$ cat src/rtl/i2c_rw_pkg.sv
package i2c_rw_pkg;
  localparam int BYTE_W = 8;
  localparam logic [5:0] DEV_ADDR_HI = 6'b001000;

  typedef enum logic [2:0] {
    ST_IDLE,
    ST_RX,
    ST_ACK_WAIT,
    ST_ACK_HOLD,
    ST_TX,
    ST_MACK,
    ST_TX_NEXT
  } bus_st_e;

  typedef enum logic [1:0] {
    PH_ADDR,
    PH_SUB,
    PH_DATA
  } byte_ph_e;
endpackage

$ cat src/rtl/i2c_line_sync.sv
module i2c_line_sync #(
  parameter int STAGES = 2
) (
  input  logic clk,
  input  logic rst_n,
  input  logic scl_i,
  input  logic sda_i,
  output logic sda_s,
  output logic scl_rise,
  output logic scl_fall,
  output logic start_det,
  output logic stop_det
);
  logic [STAGES-1:0] scl_ff, sda_ff;
  logic scl_s, scl_q, sda_q;

  always_ff @(posedge clk) begin
    if (!rst_n) begin
      scl_ff <= '1;
      sda_ff <= '1;
      scl_q  <= 1'b1;
      sda_q  <= 1'b1;
    end else begin
      scl_ff <= {scl_ff[STAGES-2:0], scl_i};
      sda_ff <= {sda_ff[STAGES-2:0], sda_i};
      scl_q  <= scl_s;
      sda_q  <= sda_s;
    end
  end

  assign scl_s     = scl_ff[STAGES-1];
  assign sda_s     = sda_ff[STAGES-1];
  assign scl_rise  = scl_s & ~scl_q;
  assign scl_fall  = ~scl_s & scl_q;
  assign start_det = scl_s & scl_q & sda_q & ~sda_s;
  assign stop_det  = scl_s & scl_q & ~sda_q & sda_s;
endmodule

$ cat src/rtl/i2c_reg_bank.sv
module i2c_reg_bank
  import i2c_rw_pkg::*;
#(
  parameter int NUM_REGS = 10,
  parameter int PTR_W    = 5
) (
  input  logic                       clk,
  input  logic                       rst_n,
  input  logic                       wr_en,
  input  logic [PTR_W-1:0]           wr_idx,
  input  logic [BYTE_W-1:0]          wr_data,
  input  logic [PTR_W-1:0]           rd_idx,
  output logic [BYTE_W-1:0]          rd_data,
  output logic [NUM_REGS*BYTE_W-1:0] regs_flat
);
  logic [BYTE_W-1:0] bank [NUM_REGS];

  for (genvar g = 0; g < NUM_REGS; g++) begin : g_reg
    always_ff @(posedge clk) begin
      if (!rst_n)
        bank[g] <= '0;
      else if (wr_en && wr_idx == PTR_W'(g))
        bank[g] <= wr_data;
    end
    assign regs_flat[g*BYTE_W +: BYTE_W] = bank[g];
  end

  always_comb begin
    rd_data = '0;
    for (int i = 0; i < NUM_REGS; i++)
      if (rd_idx == PTR_W'(i)) rd_data = bank[i];
  end
endmodule

$ cat src/rtl/i2c_bus_fsm.sv
module i2c_bus_fsm
  import i2c_rw_pkg::*;
#(
  parameter int NUM_REGS = 10,
  parameter int PTR_W    = 5
) (
  input  logic              clk,
  input  logic              rst_n,
  input  logic              strap_i,
  input  logic              sda_s,
  input  logic              scl_rise,
  input  logic              scl_fall,
  input  logic              start_det,
  input  logic              stop_det,
  input  logic [BYTE_W-1:0] rd_data,
  output logic [PTR_W-1:0]  ptr,
  output logic              wr_en,
  output logic [BYTE_W-1:0] wr_data,
  output logic              sda_low_o
);
  localparam logic [PTR_W-1:0] LAST = PTR_W'(NUM_REGS - 1);

  bus_st_e           st;
  byte_ph_e          ph;
  logic [2:0]        bit_cnt;
  logic [BYTE_W-1:0] sh;
  logic              rw;
  logic              ptr_ok;
  logic [BYTE_W-1:0] rx_byte, tx_byte;
  logic [PTR_W-1:0]  ptr_next;
  logic              byte_done;

  assign rx_byte   = {sh[BYTE_W-2:0], sda_s};
  assign tx_byte   = ptr_ok ? rd_data : '0;
  assign ptr_next  = (ptr == LAST) ? '0 : ptr + 1'b1;
  assign byte_done = (st == ST_RX) && scl_rise && (bit_cnt == 3'd7)
                     && !start_det && !stop_det;
  assign wr_en     = byte_done && (ph == PH_DATA) && ptr_ok;
  assign wr_data   = rx_byte;

  always_ff @(posedge clk) begin
    if (!rst_n) begin
      st        <= ST_IDLE;
      ph        <= PH_ADDR;
      bit_cnt   <= '0;
      sh        <= '0;
      rw        <= 1'b0;
      ptr       <= '0;
      ptr_ok    <= 1'b1;
      sda_low_o <= 1'b0;
    end else if (start_det) begin
      st        <= ST_RX;
      ph        <= PH_ADDR;
      bit_cnt   <= '0;
      sda_low_o <= 1'b0;
    end else if (stop_det) begin
      st        <= ST_IDLE;
      sda_low_o <= 1'b0;
    end else begin
      case (st)
        ST_RX: if (scl_rise) begin
          sh      <= rx_byte;
          bit_cnt <= bit_cnt + 3'd1;
          if (bit_cnt == 3'd7) begin
            st <= ST_ACK_WAIT;
            case (ph)
              PH_ADDR: begin
                if (rx_byte[BYTE_W-1:1] != {DEV_ADDR_HI, strap_i}) st <= ST_IDLE;
                rw <= rx_byte[0];
              end
              PH_SUB: begin
                ptr    <= rx_byte[PTR_W-1:0];
                ptr_ok <= (rx_byte[BYTE_W-1:PTR_W] == '0) && (rx_byte[PTR_W-1:0] <= LAST);
              end
              default: if (ptr_ok) ptr <= ptr_next;
            endcase
          end
        end
        ST_ACK_WAIT: if (scl_fall) begin
          sda_low_o <= 1'b1;
          st        <= ST_ACK_HOLD;
        end
        ST_ACK_HOLD: if (scl_fall) begin
          bit_cnt <= '0;
          if (ph == PH_ADDR && rw) begin
            st        <= ST_TX;
            sh        <= {tx_byte[BYTE_W-2:0], 1'b1};
            sda_low_o <= ~tx_byte[BYTE_W-1];
          end else begin
            st        <= ST_RX;
            sda_low_o <= 1'b0;
            ph        <= (ph == PH_ADDR) ? PH_SUB : PH_DATA;
          end
        end
        ST_TX: if (scl_fall) begin
          if (bit_cnt == 3'd7) begin
            sda_low_o <= 1'b0;
            st        <= ST_MACK;
          end else begin
            sda_low_o <= ~sh[BYTE_W-1];
            sh        <= {sh[BYTE_W-2:0], 1'b1};
            bit_cnt   <= bit_cnt + 3'd1;
          end
        end
        ST_MACK: if (scl_rise) begin
          if (sda_s) st <= ST_IDLE;
          else begin
            st <= ST_TX_NEXT;
            if (ptr_ok) ptr <= ptr_next;
          end
        end
        ST_TX_NEXT: if (scl_fall) begin
          st        <= ST_TX;
          bit_cnt   <= '0;
          sh        <= {tx_byte[BYTE_W-2:0], 1'b1};
          sda_low_o <= ~tx_byte[BYTE_W-1];
        end
        default: ;
      endcase
    end
  end
endmodule

$ cat src/rtl/i2c_regwr_target.sv
module i2c_regwr_target
  import i2c_rw_pkg::*;
#(
  parameter int NUM_REGS    = 10,
  parameter int PTR_W       = 5,
  parameter int SYNC_STAGES = 2
) (
  input  logic                       clk,
  input  logic                       rst_n,
  input  logic                       scl_i,
  input  logic                       sda_i,
  input  logic                       strap_i,
  output logic                       sda_low_o,
  output logic [NUM_REGS*BYTE_W-1:0] regs_o
);
  logic              sda_s, scl_rise, scl_fall, start_det, stop_det;
  logic              wr_en;
  logic [PTR_W-1:0]  wr_idx;
  logic [BYTE_W-1:0] wr_data, rd_data;

  i2c_line_sync #(.STAGES(SYNC_STAGES)) u_sync (
    .clk(clk), .rst_n(rst_n), .scl_i(scl_i), .sda_i(sda_i),
    .sda_s(sda_s), .scl_rise(scl_rise), .scl_fall(scl_fall),
    .start_det(start_det), .stop_det(stop_det)
  );

  i2c_bus_fsm #(.NUM_REGS(NUM_REGS), .PTR_W(PTR_W)) u_fsm (
    .clk(clk), .rst_n(rst_n), .strap_i(strap_i), .sda_s(sda_s),
    .scl_rise(scl_rise), .scl_fall(scl_fall), .start_det(start_det),
    .stop_det(stop_det), .rd_data(rd_data), .ptr(wr_idx),
    .wr_en(wr_en), .wr_data(wr_data), .sda_low_o(sda_low_o)
  );

  i2c_reg_bank #(.NUM_REGS(NUM_REGS), .PTR_W(PTR_W)) u_bank (
    .clk(clk), .rst_n(rst_n), .wr_en(wr_en), .wr_idx(wr_idx),
    .wr_data(wr_data), .rd_idx(wr_idx), .rd_data(rd_data),
    .regs_flat(regs_o)
  );
endmodule

$ cat config.mk
export PLATFORM = sky130hd
export DESIGN_NAME = i2c_regwr_target
export DESIGN_NICKNAME = d
export VERILOG_FILES = /design/src/rtl/i2c_rw_pkg.sv /design/src/rtl/i2c_line_sync.sv /design/src/rtl/i2c_reg_bank.sv /design/src/rtl/i2c_bus_fsm.sv /design/src/rtl/i2c_regwr_target.sv
export SDC_FILE = /design/constraint.sdc
export NUM_CORES = 1
export LEC_CHECK = 0
export BUFFER_PORTS_ARGS = -buffer_cell sky130_fd_sc_hd__buf_2
export CAP_MARGIN = 20
export CORE_AREA = 3 3 124 174
export CTS_CLUSTER_DIAMETER = 50
export DETAILED_ROUTE_END_ITERATION = 12
export DIE_AREA = 0 0 127 177
export HOLD_SLACK_MARGIN = 0.1
export PLACE_DENSITY_LB_ADDON = 0.15
export SLEW_MARGIN = 20
export SYNTH_ARGS = -nofsm -noshare
export SYNTH_HDL_FRONTEND = slang
export SYNTH_HIERARCHICAL = 1
export SYNTH_SLANG_ARGS = --single-unit
export TNS_END_PERCENT = 20
$ cat constraint.sdc
create_clock -name clk -period 6.9 [get_ports clk]
set_input_delay 1.38 -clock clk [delete_from_list [all_inputs] [get_ports clk]]
set_output_delay 1.38 -clock clk [all_outputs]
set_load 0.05 [all_outputs]
# Yosys cells after proc, flatten, opt, wreduce, memory -nomap -nowiden
# Memory sizes are Yosys's and may differ from the RTL's.
# Index checks and enable logic that the tools add are counted.
[word_totals] register_bits=30 latchBits=0 ram_bits=80 rom_bits=0 wordCells=220 mem_count=1
[classes] add_sub_neg=2 multipliers=0 n_div=0 order_cmp=1 n_eq_ne=40 shift=0 n_mux=95 n_bitwise=27 reduce_logical=41
[memory_table] memory="u_bank.bank" depth=10 width=8 read_ports=10 rd_clocked_by_memory_dff=0 write_ports=10 line="i2c_reg_bank.sv:16" rtl="logic [BYTE_W-1:0] bank [NUM_REGS];"
[ops] operator="8-bit two-way mux" count=27
[ops] operator="3-bit two-way mux" count=15
[ops] operator="1-bit two-way mux" count=39
[ops] operator="8-bit case mux with 4 select lines" count=1
[ops] operator="5-bit two-way mux" count=6
[ops] operator="9-bit AND reduction" count=3
[ops] operator="5-bit by 3-bit == test with 1-bit output, second input constant" count=4
[ops] operator="4-bit by 2-bit inequality test with 1-bit output, second input constant" count=5
[ops] operator="5-bit case mux with 2 select lines" count=2
[ops] operator="1-bit logical AND" count=18
[ops] operator="3-bit case mux with 6 select lines" count=1
[ops] operator="6-bit AND reduction" count=3
[ops] operator="2-bit inequality test, second input constant" count=8
[ops] operator="3-bit == test, second input constant" count=4
[ops] operator="4-bit by 1-bit inequality test with 1-bit output, second input constant" count=3
[ops] operator="5-bit by 2-bit == test with 1-bit output, second input constant" count=2
[ops] operator="5-bit by 4-bit == test with 1-bit output, second input constant" count=2
[ops] operator="2-bit by 1-bit inequality test with 1-bit output, second input constant" count=5
[ops] operator="1-bit NOT" count=10
[ops] operator="1-bit bitwise OR" count=10
[ops] operator="3-bit case mux with 3 select lines" count=1
[ops] operator="8-bit AND reduction" count=1
[ops] operator="4-bit nonzero test" count=2
[ops] operator="8-bit nonzero test" count=1
[ops] operator="23 further kinds" count=33

# Logic depth before layout (Yosys ltp)
[logic_depth] depth_word=16 ltp_mapped=10 mapped_depth_nobuf=8

# Cells and area by module
# The synthesis kept the hierarchy.
[modules_own_cells] mod="i2c_reg_bank" instances=1 cells_per_inst=321 area_each_um2=3975.1
[modules_own_cells] mod="i2c_bus_fsm" instances=1 cells_per_inst=224 area_each_um2=1861.8
[modules_own_cells] mod="i2c_line_sync" instances=1 cells_per_inst=16 area_each_um2=190.2

# Worst setup path after synthesis
# OpenSTA, ideal clock, no wires.
[synth_path] path_type="register to register" from="reg u_sync.sda_ff[1]" to="mem u_bank.bank[2][0] (enable)" arrival_time_ps=2679 slack_ps=3837 path_stages_with_launch=9 path_buffers=2 synth_period_minus_slack_ps=3063 path_cell_list="dfxtp_1 > and4b_1 > clkbuf_1 > nor4b_4 > nand3_1 > nor3_1 > or4b_1 > buf_2 > o21ai_0"
[synth_rtl] element="start, declared" line="i2c_line_sync.sv:14" rtl="logic [STAGES-1:0] scl_ff, sda_ff;"
[synth_rtl] element="start signal, assigned" line="i2c_line_sync.sv:25" rtl="sda_ff <= {sda_ff[STAGES-2:0], sda_i};"
[synth_rtl] element="end, declared" line="i2c_reg_bank.sv:16"

==> reports/metrics.cfg <==
[die]
die_x_um = 127
io_pins = 86
die_y_um = 177
core.rowCount = 61
core_sq_um = 20000
initial_utilization = 0.301
die-area_sq_um = 22500

[critical_path]
cpMaxStageDelayCell = dfxtp_1
r2r_start = u_sync/sda_ff[1]
crit_end = u_bank/bank[2][1]
worstReg2RegEnd = u_bank/bank[2][1]
cp_slowest_stage_delay_ps = 820
cp_max_fo = 20
crit_path_start_kind = register
critPathTopFamily = simple AND/OR/NAND/NOR gates
crit_start = u_sync/sda_ff[1]
critPathBufInv = 0
r2r_cells = 6
critPathKind = reg2reg
path_cells = and4b_1 > nor4b_4 > nand3_1 > nor3_1 > or4b_1 > o21ai_1
critPathCaptureType = register
cp.arrival_ps = 3790
cp_data_required_time_ps = 6890
critical_path_depth = 6
r2r_slack_ps = 3100

[pwr]
leakage_nw = 2.49
p_seq_frac = 0.505
p_int_w = 0.00106
power.density_nw_per_um2 = 218
p_sw_frac = 0.294
irDropWorstVdd_mv = 0.156
pwr-share-comb = 0.106
p_switching_w = 0.000442
pwr-share-clk = 0.389

[placement]
io_buffers = 85
place_congestion = 0.824
post-place-ws_ps = 2780
hpwl_um = 14100

[layout]
antenna_cells = 0
layout-drive-gt1-share = 0.216
nNetsFinal = 632
utilization = 0.345
synthToLayoutAreaGrowth_pct = 14.3

[global_routing]
grtUsageTotal = 0.176
grt_max_degree = 56
grt_pass1_wl_um = 29800
grt_pass1_vias = 4831
antenna_found_initial = 0
gr-total-overflow = 0

[detailed_routing]
wl_met3_um = 818
via_per_inst = 5.35
highest_layer = met4
drt_drc_violations_left = 0
wl_met1_um = 7810
dr.pass1.iters = 5
avgRoutedWirePerCell_um = 22.6
drt_iter0_drc = 400
routed_wirelength_um = 19800
vias = 4695
ant_nets = 0
dr_wl_met2_um = 10300

[cts]
cts_max_level = 3
cts_made_buffers = 9
post_cts.repair.setup_buffers = 0
clk_pin_slew_ps = 80
worstSkewPairLatency_ps = 360
numClockSinks = 110
clockRootBuffer = clkbuf_16
cts-resized-gates = 0
cts_hold_buf = 0
clk_path_buf_depth = 2
cts_tree = built

[timing]
drv_slew = 0
setup_viol = 0
final_hold_viol_count = 0
slew_headroom = 0.320
finalClockSkew_ps = 11.2
max_freq_mhz = 263
tns_ps = 0
rsz0062_at_grt = false
fin_crit_sh = 0.551
min_period_ps = 3800
worst_pin_slew_ps = 1010
setup_ws_ps = 3100

[synthesis]
avgSynthCellArea_sq_um = 10.7
postSynthCellCount = 561
ys_types = 75
yosysWarnings = 6
synthTopCellsByArea = edfxtp_1 (40%), dfxtp_1 (10%), and2_1 (8.4%), mux2i_1 (4.0%), o21ai_0 (2.5%)
syn-num-nets = 572
synth_top_cell_by_area = edfxtp_1
async_flop_share = 0
yosysTopAreaCellShare = 0.399
synth-edff-count = 80
netlist_area_sq_um = 6030
yosysSeqAreaShare = 0.498
ys.flop_type = edfxtp_1
ys_ff_latch = 110

[worst_hold_path]
hold_depth = 1
min_path_type = reg2reg

[outcome]
run_status = completed

[run]
maxCapViolCount = 0

## worst reg2reg max path: cells and delay by family (launching register included)
kind            cells  cell delay, ps
compound gates      1             720
simple gates        5            1890
flops               1             820
## kinds of logic (layout without fill, tap and decap cells)
| group | Yosys count | count (layout) | share of synthesized area |
|---|---|---|---|
| DFF | 110 | 110 | 0.498 |
| xor gates and xnor gates | 2 | 2 | 0.00291 |
| adders and majority gates | 6 | 6 | 0.0125 |
| AOI/OAI and AO/OA | 131 | 131 | 0.148 |
| buffers and inverters | 48 | 113 | 0.0432 |
| and+or+nand+nor | 234 | 234 | 0.244 |
| muxes | 30 | 30 | 0.0511 |
## flip-flops by register name, indices dropped and copies added, names as in the netlist
signal and flops:
u_sync/scl_ff 2, u_sync/scl_q 1, u_fsm/ph 2, u_fsm/ptr 5, u_fsm/ptr_ok 1, u_bank/bank 80, u_sync/sda_q 1, u_sync/sda_ff 2
u_fsm/sda_low_o 1, u_fsm/bit_cnt 3, u_fsm/rw 1, u_fsm/st 3, u_fsm/sh 8
## placed cells by master (no fill, tap or decap), drive strengths merged, types with 3 or more instances in the layout
cell and instances:
or4b 5, or2 8, mux2i 24, a211o 5
nand4bb 3, nor3 8, nand4 11, a311oi 12
a21oi 20, nand3b 4, nand2 21, nor4b 3
edfxtp 80, mux2 6, buf 87, o22ai 16
a221oi 5, clkbuf 9, o211ai 4, nand2b 18
ha 6, nor2b 9, nor3b 9, dfxtp 30
a2bb2oi 5, a211oi 5, inv 15, nor2 38
o21ai 38, and2 82
## cells in the mapped netlist (11+ instances only)
cell / n
a311oi_1: 11
nand4_1: 11
o21ai_0: 30
buf_2: 16
mux2i_1: 24
o22ai_1: 16
dfxtp_1: 30
nand2_1: 19
nand2b_1: 18
a21oi_1: 20
edfxtp_1: 80
nor2_1: 35
and2_1: 81
## final cells by class
class,count,area [sq um]
Clock buffer,9,225
Fill cell,2059,13100
Tap cell,252,315
Timing Repair Buffer,87,440
Sequential cell,110,3000
Clock inverter,7,105
Inverter,10,37.5
Multi-Input combinational cell,403,2760
## power groups by stage
stage	Sequential (W)	Clock, W	Combinational [W]
after floorplan	0.000849	0	0.0000343
after global placement	0.000776	0	0.000160
after detailed placement	0.000776	0	0.000160
after CTS	0.000761	0.000599	0.000161
after global routing	0.000763	0.000623	0.000167
final	0.000760	0.000586	0.000159
## layer usage
layer | vias up | track usage
li1 | 2207 | -
met1 | 2293 | 0.202
met2 | 152 | 0.317
met3 | 43 | 0.0287
met4 | 0 | 0.0836
met5 | - | 0
## how the worst min path moves through the flow
stage,startpoint,endpoint,slack (ps)
floorplan,u_sync/scl_ff[0],u_sync/scl_ff[1],390
global placement,u_sync/sda_ff[0],u_sync/sda_ff[1],410
detailed placement,u_sync/scl_ff[0],u_sync/scl_ff[1],410
CTS,u_sync/sda_ff[0],u_sync/sda_ff[1],430
global route,u_sync/sda_ff[0],u_sync/sda_ff[1],450
finish,u_sync/sda_ff[0],u_sync/sda_ff[1],420
## metrics by stage
| stage | instances | hold slack (ps) | power (W) | instance area [sq um] |
|---|---|---|---|---|
| after floorplan | 561 | 386 | 0.000884 | 6030 |
| after global placement | 862 | 408 | 0.000936 | 6560 |
| after detailed placement | 862 | 407 | 0.000936 | 6560 |
| after CTS | 878 | 428 | 0.00152 | 6890 |
| after global routing | 878 | 446 | 0.00155 | 6890 |
| final | 878 | 420 | 0.00150 | 6890 |
(Power assumes the default switching activity.)
